===== config.mk =====
export PLATFORM = sky130hd
export DESIGN_NAME = csk_var_adder
export DESIGN_NICKNAME = d
export VERILOG_FILES = /design/src/rtl/csk_pkg.sv /design/src/rtl/csk_full_adder.sv /design/src/rtl/csk_ripple_block.sv /design/src/rtl/csk_skip_mux.sv /design/src/rtl/csk_var_adder.sv
export SDC_FILE = /design/constraint.sdc
export NUM_CORES = 1
export LEC_CHECK = 0
export CAP_MARGIN = 10
export CORE_MARGIN = 2
export CORE_UTILIZATION = 42
export DETAILED_ROUTE_END_ITERATION = 7
export MAX_ROUTING_LAYER = met4
export PLACE_DENSITY = 0.91
export REMOVE_ABC_BUFFERS = 1
export SLEW_MARGIN = 20
export SYNTH_ARGS = -nofsm -noshare
export SYNTH_HDL_FRONTEND = slang
export SYNTH_SLANG_ARGS = --single-unit
export TNS_END_PERCENT = 30

===== constraint.sdc =====
create_clock -name vclk -period 68.9
set_input_delay 10.335 -clock vclk [all_inputs]
set_output_delay 10.335 -clock vclk [all_outputs]
set_load 0.03 [all_outputs]

===== src/rtl/csk_pkg.sv =====
// Package: shared profile type and elaboration-time width arithmetic for
// the carry-skip adder. Assumes NUM_BLK >= 1 and BASE_W >= 1.
package csk_pkg;

    typedef enum logic [0:0] {
        PROF_SYMMETRIC = 1'b0,
        PROF_UNIFORM   = 1'b1
    } profile_e;

    // Width of block idx under the chosen profile.
    function automatic int unsigned blk_width(profile_e prof, int unsigned base,
                                              int unsigned nblk, int unsigned idx);
        int unsigned half;
        half = nblk / 2;
        if (prof == PROF_UNIFORM) begin
            return base;
        end
        if (idx < half) begin
            return base + idx;
        end
        return base + (nblk - 1 - idx);
    endfunction

    // Bit position where block idx starts (sum of all lower block widths).
    function automatic int unsigned blk_lo(profile_e prof, int unsigned base,
                                           int unsigned nblk, int unsigned idx);
        int unsigned acc;
        acc = 0;
        for (int unsigned j = 0; j < idx; j++) begin
            acc = acc + blk_width(prof, base, nblk, j);
        end
        return acc;
    endfunction

endpackage


===== src/rtl/csk_full_adder.sv =====
// Module: one-bit full adder cell. Exposes the bit propagate so the block
// can form its group propagate. Purely combinational.
module csk_full_adder (
    input  logic a,
    input  logic b,
    input  logic ci,
    output logic s,
    output logic co,
    output logic p
);

    // Propagate, sum and carry of a single bit.
    always_comb begin
        p  = a ^ b;
        s  = p ^ ci;
        co = (a & b) | (p & ci);
    end

endmodule


===== src/rtl/csk_ripple_block.sv =====
// Module: W-bit ripple-carry block. Chains full adders from its carry-in and
// reports both its rippled carry-out and its group propagate (AND of all
// bit propagates). Assumes W >= 1. Purely combinational.
module csk_ripple_block #(
    parameter int unsigned W = 4
) (
    input  logic [W-1:0] a,
    input  logic [W-1:0] b,
    input  logic         ci,
    output logic [W-1:0] s,
    output logic         rip_co,
    output logic         grp_p
);

    logic [W:0]   chain;
    logic [W-1:0] bit_p;

    assign chain[0] = ci;

    for (genvar i = 0; i < W; i++) begin : g_bit
        csk_full_adder u_fa (
            .a  (a[i]),
            .b  (b[i]),
            .ci (chain[i]),
            .s  (s[i]),
            .co (chain[i+1]),
            .p  (bit_p[i])
        );
    end

    // Block outputs: rippled carry and group propagate.
    always_comb begin
        rip_co = chain[W];
        grp_p  = &bit_p;
    end

endmodule


===== src/rtl/csk_skip_mux.sv =====
// Module: skip selector between blocks. Forwards the block's incoming carry
// when the whole block propagates, otherwise its rippled carry. A selector
// (not an OR merge) keeps the result free of any start-at-zero assumption.
module csk_skip_mux (
    input  logic grp_p,
    input  logic blk_ci,
    input  logic rip_co,
    output logic blk_co
);

    // 2:1 selection on the group propagate.
    always_comb begin
        blk_co = grp_p ? blk_ci : rip_co;
    end

endmodule


===== src/rtl/csk_var_adder.sv =====
// Module: WIDTH-bit carry-skip adder built from NUM_BLK ripple blocks whose
// widths follow PROFILE (symmetric grow-then-shrink, or uniform). Assumes
// the profile's widths sum to WIDTH; elaboration fails otherwise. No clock,
// no state: outputs follow inputs combinationally.
module csk_var_adder #(
    parameter int unsigned       WIDTH   = 36,
    parameter int unsigned       NUM_BLK = 8,
    parameter int unsigned       BASE_W  = 3,
    parameter csk_pkg::profile_e PROFILE = csk_pkg::PROF_SYMMETRIC
) (
    input  logic [WIDTH-1:0] x,
    input  logic [WIDTH-1:0] y,
    input  logic             cin,
    output logic [WIDTH-1:0] sum,
    output logic             cout
);

    localparam int unsigned TOTAL_W = csk_pkg::blk_lo(PROFILE, BASE_W, NUM_BLK, NUM_BLK);

    if (TOTAL_W != WIDTH) begin : g_width_mismatch
        $error("csk_var_adder: block widths total %0d, WIDTH is %0d", TOTAL_W, WIDTH);
    end

    // Carry entering each block; entry NUM_BLK is the final carry-out.
    logic [NUM_BLK:0] blk_c;
    logic [NUM_BLK-1:0] blk_rip;
    logic [NUM_BLK-1:0] blk_p;

    assign blk_c[0] = cin;

    for (genvar g = 0; g < NUM_BLK; g++) begin : g_blk
        localparam int unsigned LO = csk_pkg::blk_lo(PROFILE, BASE_W, NUM_BLK, g);
        localparam int unsigned BW = csk_pkg::blk_width(PROFILE, BASE_W, NUM_BLK, g);

        csk_ripple_block #(.W(BW)) u_blk (
            .a      (x[LO +: BW]),
            .b      (y[LO +: BW]),
            .ci     (blk_c[g]),
            .s      (sum[LO +: BW]),
            .rip_co (blk_rip[g]),
            .grp_p  (blk_p[g])
        );

        csk_skip_mux u_skip (
            .grp_p  (blk_p[g]),
            .blk_ci (blk_c[g]),
            .rip_co (blk_rip[g]),
            .blk_co (blk_c[g+1])
        );
    end

    // Final carry-out taken from the last skip selector.
    always_comb begin
        cout = blk_c[NUM_BLK];
    end

endmodule


-- After elaboration in Yosys (flattened, before gate mapping)
Cells that the tools add are included.
- flip-flop bits (word level): 0
- input port bits: 73
- output and inout bits: 37
- logic and storage cells: 196
- bitwise logic cells: 180
- multiplexer cells: 8
- reductions and logical operators: 8
- operator list (cell ; count):
    bitwise AND 1 bit ; 72
    XOR 1 bit ; 72
    OR 1 bit ; 36
    AND reduction 6 bit ; 2
    AND reduction 5 bit ; 2
    two-way mux 1 bit ; 8
    AND reduction 4 bit ; 2
    AND reduction 3 bit ; 2

-- Depth between registers and ports, before layout
Gate-level depths: netlist (run 1).
- depth in word-level cells: 81
- gate-level depth with buffers: 52
- gate-level depth less buffers: 51

-- Modules after synthesis
Synthesis (run 1) repeated with hierarchy kept, for this count alone.
- cell total of the unflattened synthesis: 96
- area, all modules: 1373.8 um^2
- by module, submodules not included (module ; times used ; area an instance (um^2) ; cells each ; sequential area each (um^2)):
    csk_full_adder ; 36 ; 32.5 ; 2 ; 0.0
    csk_skip_mux ; 8 ; 15.0 ; 1 ; 0.0
    csk_ripple_block (g_blk[3].u_blk ...) ; 2 ; 13.8 ; 3 ; 0.0
    csk_ripple_block (g_blk[2].u_blk ...) ; 2 ; 12.5 ; 3 ; 0.0
    csk_ripple_block (g_blk[1].u_blk ...) ; 2 ; 8.8 ; 1 ; 0.0
    csk_ripple_block (g_blk[0].u_blk ...) ; 2 ; 6.3 ; 1 ; 0.0

-- Worst setup path before layout (run 1)
Ideal clock, no wire load.
- path kind: input port to output port
- from: in y[0]
- to: out sum[35]
- required time: 58.565 ns
- data arrival time: 25.581 ns
- cell stages on the path: 52
- buffers on the path: 1
- slack: 32.984 ns
- path through: inv_1 -> fa_1 -> inv_1 -> fa_1 -> fa_1 -> a21o_1 -> fa_1 -> fa_1 -> fa_1 -> fa_1 -> nor2_1 -> nor2_1 -> fa_1 -> fa_1 -> fa_1 -> fa_1 -> fa_1 -> a21bo_2 -> [16 not listed] -> fa_1 -> fa_1 -> fa_1 -> fa_1 -> fa_1 -> mux2_2 -> fa_1 -> fa_1 -> fa_1 -> fa_1 -> nor2_1 -> nor2_1 -> fa_1 -> fa_1 -> inv_1 -> fa_1 -> inv_1 -> buf_4
- longest elaborated chain between the ends: 79
- elaborated cells on any way between the ends: 81
- classes of those cells: mux: 7; bitwise: 73; reduce/logical: 1
- RTL lines (what ; line ; source):
    start, declared ; csk_var_adder.sv:12 ; input logic [WIDTH-1:0] y,
    XOR 1 bit ; csk_full_adder.sv:14 ; p = a ^ b;
    bitwise AND 1 bit ; csk_full_adder.sv:16 ; co = (a & b) | (p & ci);
    OR 1 bit ; csk_full_adder.sv:16 ;
    bitwise AND 1 bit ; csk_full_adder.sv:16 ;
    OR 1 bit ; csk_full_adder.sv:16 ;
    bitwise AND 1 bit ; csk_full_adder.sv:16 ;
    OR 1 bit ; csk_full_adder.sv:16 ;
    two-way mux 1 bit (*) ; csk_skip_mux.sv:13 ; blk_co = grp_p ? blk_ci : rip_co;
    [63 not listed] ; - ;
    bitwise AND 1 bit ; csk_full_adder.sv:16 ;
    OR 1 bit ; csk_full_adder.sv:16 ;
    two-way mux 1 bit (*) ; csk_skip_mux.sv:13 ;
    bitwise AND 1 bit (*) ; csk_full_adder.sv:16 ;
    OR 1 bit (*) ; csk_full_adder.sv:16 ;
    bitwise AND 1 bit (*) ; csk_full_adder.sv:16 ;
    OR 1 bit (*) ; csk_full_adder.sv:16 ;
    XOR 1 bit (*) ; csk_full_adder.sv:15 ; s = p ^ ci;
    end, declared ; csk_var_adder.sv:14 ; output logic [WIDTH-1:0] sum,
Every way passes the cells marked *; elsewhere a longest branch is shown, timed or not.

-- Final worst setup path (run 1)
Ends and elaborated chain as after synthesis.

==> summary.txt, run 1 <==
Placement
  • GP Congestion: between 0.7 and 0.8
  • Placed Cells: 280
  • Port bufs: 110
  • HPWL Detailed: ~3900 um

Logic synthesis
  • Synthesized area: ~0.0017 mm2
  • Syn_area_per_cell: roughly 11 um2
  • Yosys warns: 0
  • Synth cell types: 24
  • Sequential share of the synthesized area: 0%
  • Gate Count Post-Synth: between 150 and 200

Timing
  • Slew @ Worst Pin: 0.333 ns
  • Pins Over Slew Limit: 0
  • Min Tclk post-route: ~38 ns
  • Final hold violation count: 0
  • Fmax: 26.5 MHz
  • Final setup viols: 0
  • Slew margin rel.: between 70% and 80%
  • WHS: roughly 22 ns
  • RSZ-0062 raised after global routing: no
  • Period utilization: around 55%
  • Setup_tns: 0 ns

Final layout
  • Seq_cells: 0
  • Register area: 0 um2
  • Non-filler cells, final: 280
  • Final #Nets: ~380
  • N_diodes: 0
  • Share of cells above drive strength 1: around 2.2%
  • P&R area growth vs syn: 51.7%
  • Clkbuf count: 0

Route
  • WL per Instance: ~15 um
  • 1st-pass router iterations: 4
  • Routed Antenna Nets: 0
  • DR vias: roughly 1400
  • DRC: 0
  • DR vias/cell: 4.83
  • Initial DRC Count: 16
  • Post-Route WL: 4100 um

Die
  • Row Count: 23
  • I/O Pins: 110
  • Placeable Area: between 0.003 and 0.004 mm2
  • Die area: between 0.004 and 0.005 mm2
  • Initial core utilization: approximately 44%
  • Die width: about 70 um
  • Die height: approximately 68 um

Worst hold path
  • Hold path depth: 5
  • WHS Endpoint: sum[35]
  • Worst Hold Class: primary input to primary output
  • Hold_sp: x[35]

Critical path
  • Crit Path Category: primary input to primary output
  • Critical Path Start Type: primary input
  • Cell count along the critical path: between 50 and 60
  • Crit-path most repeated cell: fa_1
  • CP Max Fanout: 3
  • Critical Path AT: between 20 and 30 ns
  • Crit. End Element: primary output
  • Critical path buffers and inverters: 6
  • Largest stage delay on the critical path: between 0.6 and 0.7 ns
  • CP top delay family: adder cells
  • Critical Path RT: roughly 60 ns
  • Slowest CP cell: clkdlybuf4s50_1

CTS
  • Postcts setup bufs: 0
  • CTS Hold Bufs: 0
  • Post_cts resized: 0

Global route
  • Total grt overflow: 0
  • First-pass GRT wire length: between 6000 and 7000 um
  • Gr usage total: roughly a fifth
  • Initial antenna violation count: 0
  • Largest net degree at the start of global routing: 4
  • Vias in the first global route: around 1600

Power and ir drop
  • VDD IR max: around 0.0077 mV
  • Sw power: between 15 and 20 uW
  • Gate power share: 100.0%
  • P_int: 15.3 uW
  • Clk pwr share: 0%
  • Switching part of the total power: between 50% and 60%
  • Pwr/cell area: around 13 mW/mm2
  • Sequential power share: 0%
  • LEAKAGE: 0.00112 uW

Job
  • Max_cap viols: 0

Status
  • Status: completed
## worst min-delay path: stages
cell	delay [ns]
clkdlybuf4s50_1	0.43
inv_1	0.09
fa_1	0.16
inv_1	0.04
clkdlybuf4s50_1	0.59
## layout make-up
class | count | area [um2]
Fill cell | 318 | 1350
Timing Repair Buffer | 110 | 1100
Inverter | 11 | 41.3
Tap cell | 50 | 62.6
Multi-Input combinational cell | 109 | 1420
## cell usage in the layout, fill, tap and decap left out
master,n
a211oi_2,1
a21bo_2,1
a21o_1,1
a21oi_1,1
a22o_1,1
a31o_1,1
a31o_2,1
a31oi_1,1
and3_1,2
and4_1,5
clkdlybuf4s50_1,110
fa_1,36
ha_1,36
inv_1,11
mux2_2,1
nand2_1,2
nand3_1,4
nand4_1,2
nor2_1,6
nor3_1,1
o211ai_1,3
o21ai_0,1
o21ba_2,1
o22ai_1,1
## power groups by stage
stage          clock network [uW]  registers [uW]  logic (uW)
6_report                        0               0        32.8
5_1_grt                         0               0        35.8
4_1_cts                         0               0        33.4
3_5_place_dp                    0               0        33.2
3_3_place_gp                    0               0        32.1
2_1_floorplan                   0               0        19.0
## cell usage after synthesis
| library cell | number | area, um2 |
|---|---|---|
| a211oi_2 | 1 | 12.5 |
| and4_1 | 5 | 43.8 |
| o22ai_1 | 1 | 6.26 |
| a21oi_1 | 1 | 5.00 |
| mux2_2 | 1 | 11.3 |
| a31o_1 | 1 | 8.76 |
| nand4_1 | 2 | 12.5 |
| o21ba_2 | 1 | 10.0 |
| nand3_1 | 4 | 20.0 |
| a31oi_1 | 1 | 6.26 |
| nor3_1 | 1 | 5.00 |
| a31o_2 | 1 | 8.76 |
| a22o_1 | 1 | 8.76 |
| a21bo_2 | 1 | 10.0 |
| o211ai_1 | 3 | 22.5 |
| o21ai_0 | 1 | 5.00 |
| fa_1 | 36 | 721 |
| and3_1 | 2 | 12.5 |
| inv_1 | 11 | 41.3 |
| a21o_1 | 1 | 7.51 |
| ha_1 | 36 | 450 |
| buf_4 | 36 | 270 |
| nand2_1 | 2 | 7.51 |
| nor2_1 | 6 | 22.5 |
## kinds of logic (layout without fill, tap and decap cells)
kind of cell	count (synthesis)	in the layout	synth area share (%)
buf+inv	47	121	18.0
compound gates	14	14	6.44
mux	1	1	0.651
simple gates	22	22	7.16
fa+ha+maj	72	72	67.7
## worst max-delay path by stage
stage | start | end
final | y[0] | sum[35]
after global routing | y[0] | sum[35]
after CTS | x[0] | sum[35]
after detailed placement | x[0] | sum[35]
after global placement | x[0] | sum[35]
after floorplan | y[0] | sum[35]
## per-layer routing
| metal | global-route usage [%] | routed length, um | vias to the layer above | share of wire [%] |
|---|---|---|---|---|
| met4 | 2.75 | 46 | 0 | 1.1 |
| met3 | 2.14 | 401 | 4 | 9.8 |
| met5 | - | 0 | - | 0 |
| li1 | - | - | 615 | - |
| met1 | 18.9 | 1260 | 654 | 31 |
| met2 | 41.1 | 2390 | 79 | 58 |
## stage by stage
stage	setup WS [ns]	total power (uW)	utilization [%]	instance area, um2
after global routing	30.47	35.8	66.0	2620
final	31.15	32.8	66.0	2620
after CTS	31.01	33.4	66.0	2620
after global placement	31.51	32.1	66.0	2620
after floorplan	32.97	19.0	-	1460
after detailed placement	31.04	33.2	66.0	2620
No activity file was read; power rests on OpenSTA's default activity.
==> run 2: changes to the inputs <==
CORE_UTILIZATION = 35   (was 42)
PLACE_DENSITY = 0.81   (was 0.91)
clock period = 32 ns   (was 68.9 ns; I/O delays follow)
==> summary.txt, run 2 (synthesized netlist as in run 1, its figures left out) <==
Status
  • Status: completed (unchanged)

Global route
  • Gr usage total: 14.4% (was 19.5%)
  • Total grt overflow: 0 (unchanged)
  • Largest net degree at the start of global routing: 4 (unchanged)
  • First-pass GRT wire length: 6190 um (was 6690 um)
  • Initial antenna violation count: 0 (unchanged)
  • Vias in the first global route: 1517 (was 1607)

Critical path
  • Critical Path RT: 27.20 ns (was 58.57 ns)
  • Crit-path most repeated cell: fa_1 (unchanged)
  • CP Max Fanout: 3 (unchanged)
  • Critical Path AT: 21.72 ns (was 27.41 ns)
  • Crit. End Element: primary output (unchanged)
  • Largest stage delay on the critical path: 0.66 ns (was 0.67 ns)
  • Critical Path Start Type: primary input (unchanged)
  • Slowest CP cell: clkdlybuf4s50_1 (unchanged)
  • Crit Path Category: primary input to primary output (unchanged)

Placement
  • GP Congestion: 0.716 (was 0.755)
  • HPWL Detailed: 3670 um (was 3920 um)
  • Placed Cells: 297 (was 280)
  • Port bufs: 110 (unchanged)
  • Dpl cell area: 0.00264 mm2 (was 0.00262 mm2)

Die
  • Placeable Area: 0.00475 mm2 (was 0.00397 mm2)
  • Die area: 0.00552 mm2 (was 0.00465 mm2)
  • Initial core utilization: 36.4% (was 43.5%)
  • I/O Pins: 110 (unchanged)
  • Die width: 74.3 um (was 68.2 um)
  • Row Count: 25 (was 23)
  • Die height: 74.3 um (was 68.2 um)

Worst hold path
  • Worst Hold Class: primary input to primary output (unchanged)

Timing
  • Fmax: 37.7 MHz
  • Final setup viols: 0 (unchanged)
  • Period utilization: between 80% and 90%
  • Setup_tns: 0 ns (unchanged)
  • Slew @ Worst Pin: 0.338 ns (was 0.333 ns)
  • Slew margin rel.: 77.4% (was 77.8%)
  • Min Tclk post-route: roughly 27 ns
  • RSZ-0062 raised after global routing: no (unchanged)
  • Pins Over Slew Limit: 0 (unchanged)
  • Final hold violation count: 0 (unchanged)

Route
  • 1st-pass router iterations: 4 (unchanged)
  • WL per Instance: 13.2 um (was 14.6 um)
  • DR vias: 1321 (was 1352)
  • DR vias/cell: 4.45 (was 4.83)
  • DRC: 0 (unchanged)
  • Post-Route WL: 3910 um (was 4100 um)
  • Routed Antenna Nets: 0 (unchanged)
  • Initial DRC Count: 21 (was 16)

Power and ir drop
  • Pwr/cell area: 26.5 mW/mm2 (was 12.5 mW/mm2)
  • Switching part of the total power: 53.2% (was 53.4%)
  • VDD IR max: 0.0134 mV (was 0.00766 mV)
  • Gate power share: 100.0% (about the same)
  • P_int: 32.8 uW (was 15.3 uW)
  • Sw power: 37.2 uW (was 17.5 uW)
  • Sequential power share: 0% (about the same)
  • LEAKAGE: 0.00112 uW (unchanged)
  • Clk pwr share: 0% (about the same)

Final layout
  • P&R area growth vs syn: 52.9% (was 51.7%)
  • Fillcell total: 460 (was 318)
  • Most common cell after layout, fill and taps aside: clkdlybuf4s50_1 (unchanged)
  • Register area: 0 um2 (unchanged)
  • Clkbuf count: 0 (unchanged)
  • Non-filler cells, final: 297 (was 280)
  • Finished Cell Area: 0.00264 mm2 (was 0.00262 mm2)
  • N_diodes: 0 (unchanged)
  • Seq_cells: 0 (unchanged)
  • Final #Nets: 377 (unchanged)
  • Commonest cells after routing, fill and taps aside: clkdlybuf4s50_1, fa_1, ha_1 (unchanged)
  • Share of cells above drive strength 1: 2.17% (unchanged)

Job
  • Max_cap viols: 0 (unchanged)

CTS
  • CTS Hold Bufs: 0 (unchanged)
  • Postcts setup bufs: 0 (unchanged)
  • Post_cts resized: 0 (unchanged)
==> run 2: cell counts in the layout (fill, tap and decap cells not counted) <==
No cell type changed its count.
==> run 2: final timing paths <==
path	startpoint	endpoint	slack, ns	cells past startpoint
setup / recovery	x[0]	sum[35]	5.48	53
hold / removal	cin	sum[0]	10.88	5
==> run 2: final cells by class <==
type / instances / area, um2 / share of cell area (%)
Inverter: 11 / 41.3 / 1.56
Tap cell: 67 / 83.8 / 3.17
Multi-Input combinational cell: 109 / 1420 / 53.6
Timing Repair Buffer: 110 / 1100 / 41.6
==> run 2: per-stage QoR <==
step | power, uW | setup slack [ns] | util [%] | hold slack, ns
2_1_floorplan | 41.0 | 7.14 | - | 9.91
3_3_place_gp | 69.4 | 5.65 | 55.6 | 10.85
3_5_place_dp | 70.7 | 5.42 | 55.6 | 10.89
4_1_cts | 71.2 | 5.37 | 55.6 | 10.89
5_1_grt | 76.0 | 4.75 | 55.6 | 10.95
6_report | 70.1 | 5.48 | 55.6 | 10.88
==> run 2: critical path: cells and delay by family <==
kind	cells	cell delay, ns
AND/OR/NAND/NOR	5	0.44
AO/OA/AOI/OAI	5	1.01
adder cells (fa/ha/maj)	36	13.80
multiplexers	1	0.29
buffers and inverters	6	1.37
==> run 2: per-layer routing <==
layer	share of wire [%]	wire (um)	GRT usage [%]
met5	0	0	-
met3	11	426	3.39
met1	36	1400	15.1
met2	53	2080	28.7
met4	0	0	0
==> run 2: power groups by stage <==
stage / clock network, uW / logic, uW / registers, uW
3_3_place_gp: 0 / 69.4 / 0
6_report: 0 / 70.1 / 0
4_1_cts: 0 / 71.2 / 0
2_1_floorplan: 0 / 41.0 / 0
3_5_place_dp: 0 / 70.7 / 0
5_1_grt: 0 / 76.0 / 0
==> run 3: changes to the inputs <==
clock period = 22.7 ns   (was 32 ns; I/O delays follow)
==> summary.txt, run 3 (synthesized netlist as in run 1, its figures left out) <==
Final layout
  • Share of cells above drive strength 1: 17.9% (was 2.17%)
  • Final #Nets: 387 (was 377)
  • P&R area growth vs syn: 60.2% (was 52.9%)
  • Commonest cells after routing, fill and taps aside: clkdlybuf4s50_1, ha_1, fa_2 (was clkdlybuf4s50_1, fa_1, ha_1)
  • Seq_cells: 0 (unchanged)
  • Register area: 0 um2 (unchanged)
  • Most common cell after layout, fill and taps aside: clkdlybuf4s50_1 (unchanged)
  • Fillcell total: 424 (was 460)
  • N_diodes: 0 (unchanged)
  • Clkbuf count: 0 (unchanged)

CTS
  • CTS Hold Bufs: 0 (unchanged)

Timing
  • Min Tclk post-route: 22.11 ns
  • RSZ-0062 raised after global routing: no (unchanged)
  • Slew margin rel.: 77.4% (about the same)
  • Final hold violation count: 0 (unchanged)
  • WHS: 7.67 ns (was 10.88 ns)
  • Fmax: roughly 45 MHz
  • Final setup viols: 0 (unchanged)
  • Slew @ Worst Pin: 0.337 ns (was 0.338 ns)
  • Pins Over Slew Limit: 0 (unchanged)
  • Period utilization: slightly below 100%

Power and ir drop
  • Pwr/cell area: 36.7 mW/mm2 (was 26.5 mW/mm2)
  • Sequential power share: 0% (about the same)
  • Switching part of the total power: 52.7% (was 53.2%)
  • Sw power: 53.6 uW (was 37.2 uW)
  • Clk pwr share: 0% (about the same)
  • LEAKAGE: 0.00115 uW (was 0.00112 uW)
  • P_int: 48.1 uW (was 32.8 uW)
  • Gate power share: 100.0% (about the same)
  • Total power: 102 uW (was 70.1 uW)
  • VDD IR max: 0.0175 mV (was 0.0134 mV)

Critical path
  • Crit Path Category: primary input to primary output (unchanged)
  • Critical Path Start Type: primary input (unchanged)
  • Slowest CP cell: clkdlybuf4s50_1 (unchanged)
  • Critical path buffers and inverters: 6 (unchanged)
  • Crit path from: x[0] (unchanged)
  • Critical Path RT: 19.30 ns (was 27.20 ns)
  • Largest stage delay on the critical path: 0.43 ns (was 0.66 ns)
  • Crit. End Element: primary output (unchanged)
  • CP Max Fanout: 2 (was 3)
  • Crit-path most repeated cell: fa_2 (was fa_1)
  • CP top delay family: adder cells (unchanged)
  • Critical Path AT: 18.71 ns (was 21.72 ns)

Route
  • DR vias/cell: 4.41 (was 4.45)
  • Initial DRC Count: 13 (was 21)
  • WL per Instance: 13.0 um (was 13.2 um)
  • DRC: 0 (unchanged)
  • DR vias: 1353 (was 1321)
  • Routed Antenna Nets: 0 (unchanged)
  • 1st-pass router iterations: 3 (was 4)
  • Post-Route WL: 3980 um (was 3910 um)

Die
  • Die width: 74.3 um (unchanged)
  • I/O Pins: 110 (unchanged)
  • Die height: 74.3 um (unchanged)
  • Placeable Area: 0.00475 mm2 (unchanged)
  • Row Count: 25 (unchanged)
  • Die area: 0.00552 mm2 (unchanged)
  • Initial core utilization: 36.4% (unchanged)

Worst hold path
  • WHS Endpoint: sum[34] (was sum[0])
  • Hold_sp: x[34] (was cin)
  • Worst Hold Class: primary input to primary output (unchanged)
  • Hold path depth: 3 (was 5)

Status
  • Status: completed (unchanged)

Global route
  • Total grt overflow: 0 (unchanged)
  • Gr usage total: 15.5% (was 14.4%)
  • Initial antenna violation count: 0 (unchanged)
  • Vias in the first global route: 1621 (was 1517)
  • First-pass GRT wire length: 6580 um (was 6190 um)
  • Largest net degree at the start of global routing: 4 (unchanged)

Placement
  • Port bufs: 110 (unchanged)
  • GP Congestion: 0.727 (was 0.716)
  • HPWL Detailed: 3770 um (was 3670 um)

Job
  • Max_cap viols: 0 (unchanged)
run 3: cell count changes in the layout (fill, tap and decap cells not counted), sizes merged:
cell and delta:
dlygate4sd2 +1, clkdlybuf4s50 -4, buf +13
run 3: how the worst max path moves through the flow:
stage | to | slack (ns) | depth (start not counted)
detailed placement | cout | -0.72 | 53
global route | sum[35] | 0.004 | 53
global placement | cout | -0.62 | 53
CTS | sum[35] | 0.007 | 53
finish | sum[35] | 0.59 | 53
floorplan | sum[35] | 0.63 | 51
run 3: layer usage:
metal	share of wire [%]	track usage (%)
met4	0	0
met2	56	32.1
met5	0	-
met1	34	15.4
met3	11	3.52
run 3: repair_timing:
action                                  4_1_cts  5_1_grt
pin swaps                                     1        2
endpoints found under the setup margin        3        3
resized for setup                            13       13
setup buffers                                 1        0
run 3: power by group through the flow:
stage	clock [uW]	sequential (uW)	combinational (uW)
finish	0	0	102
global route	0	0	111
CTS	0	0	102
detailed placement	0	0	101
global placement	0	0	99.2
floorplan	0	0	57.8
run 3: worst min-delay path, cell delays in order:
cell and delay [ns]:
clkdlybuf4s50_1 0.52, fa_1 0.18, buf_4 0.16
run 3: area by class of cell:
cell class / instances / area (um2) / share of cell area [%]
inverter: 11 / 41.3 / 1.49
tap: 67 / 83.8 / 3.03
multi-input combinational: 109 / 1480 / 53.3
timing repair buffer: 120 / 1170 / 42.1
run 3: through the flow:
step | utilization (%) | cells | setup WS (ns) | area, um2 | TNS, ns
floorplan | - | 120 | 0.631 | 1460 | 0
global placement | 56.9 | 306 | -0.621 | 2700 | -1.03
detailed placement | 56.9 | 306 | -0.717 | 2700 | -1.31
CTS | 57.6 | 307 | 0.00665 | 2740 | 0
global route | 58.3 | 307 | 0.00393 | 2770 | 0
finish | 58.3 | 307 | 0.588 | 2770 | 0
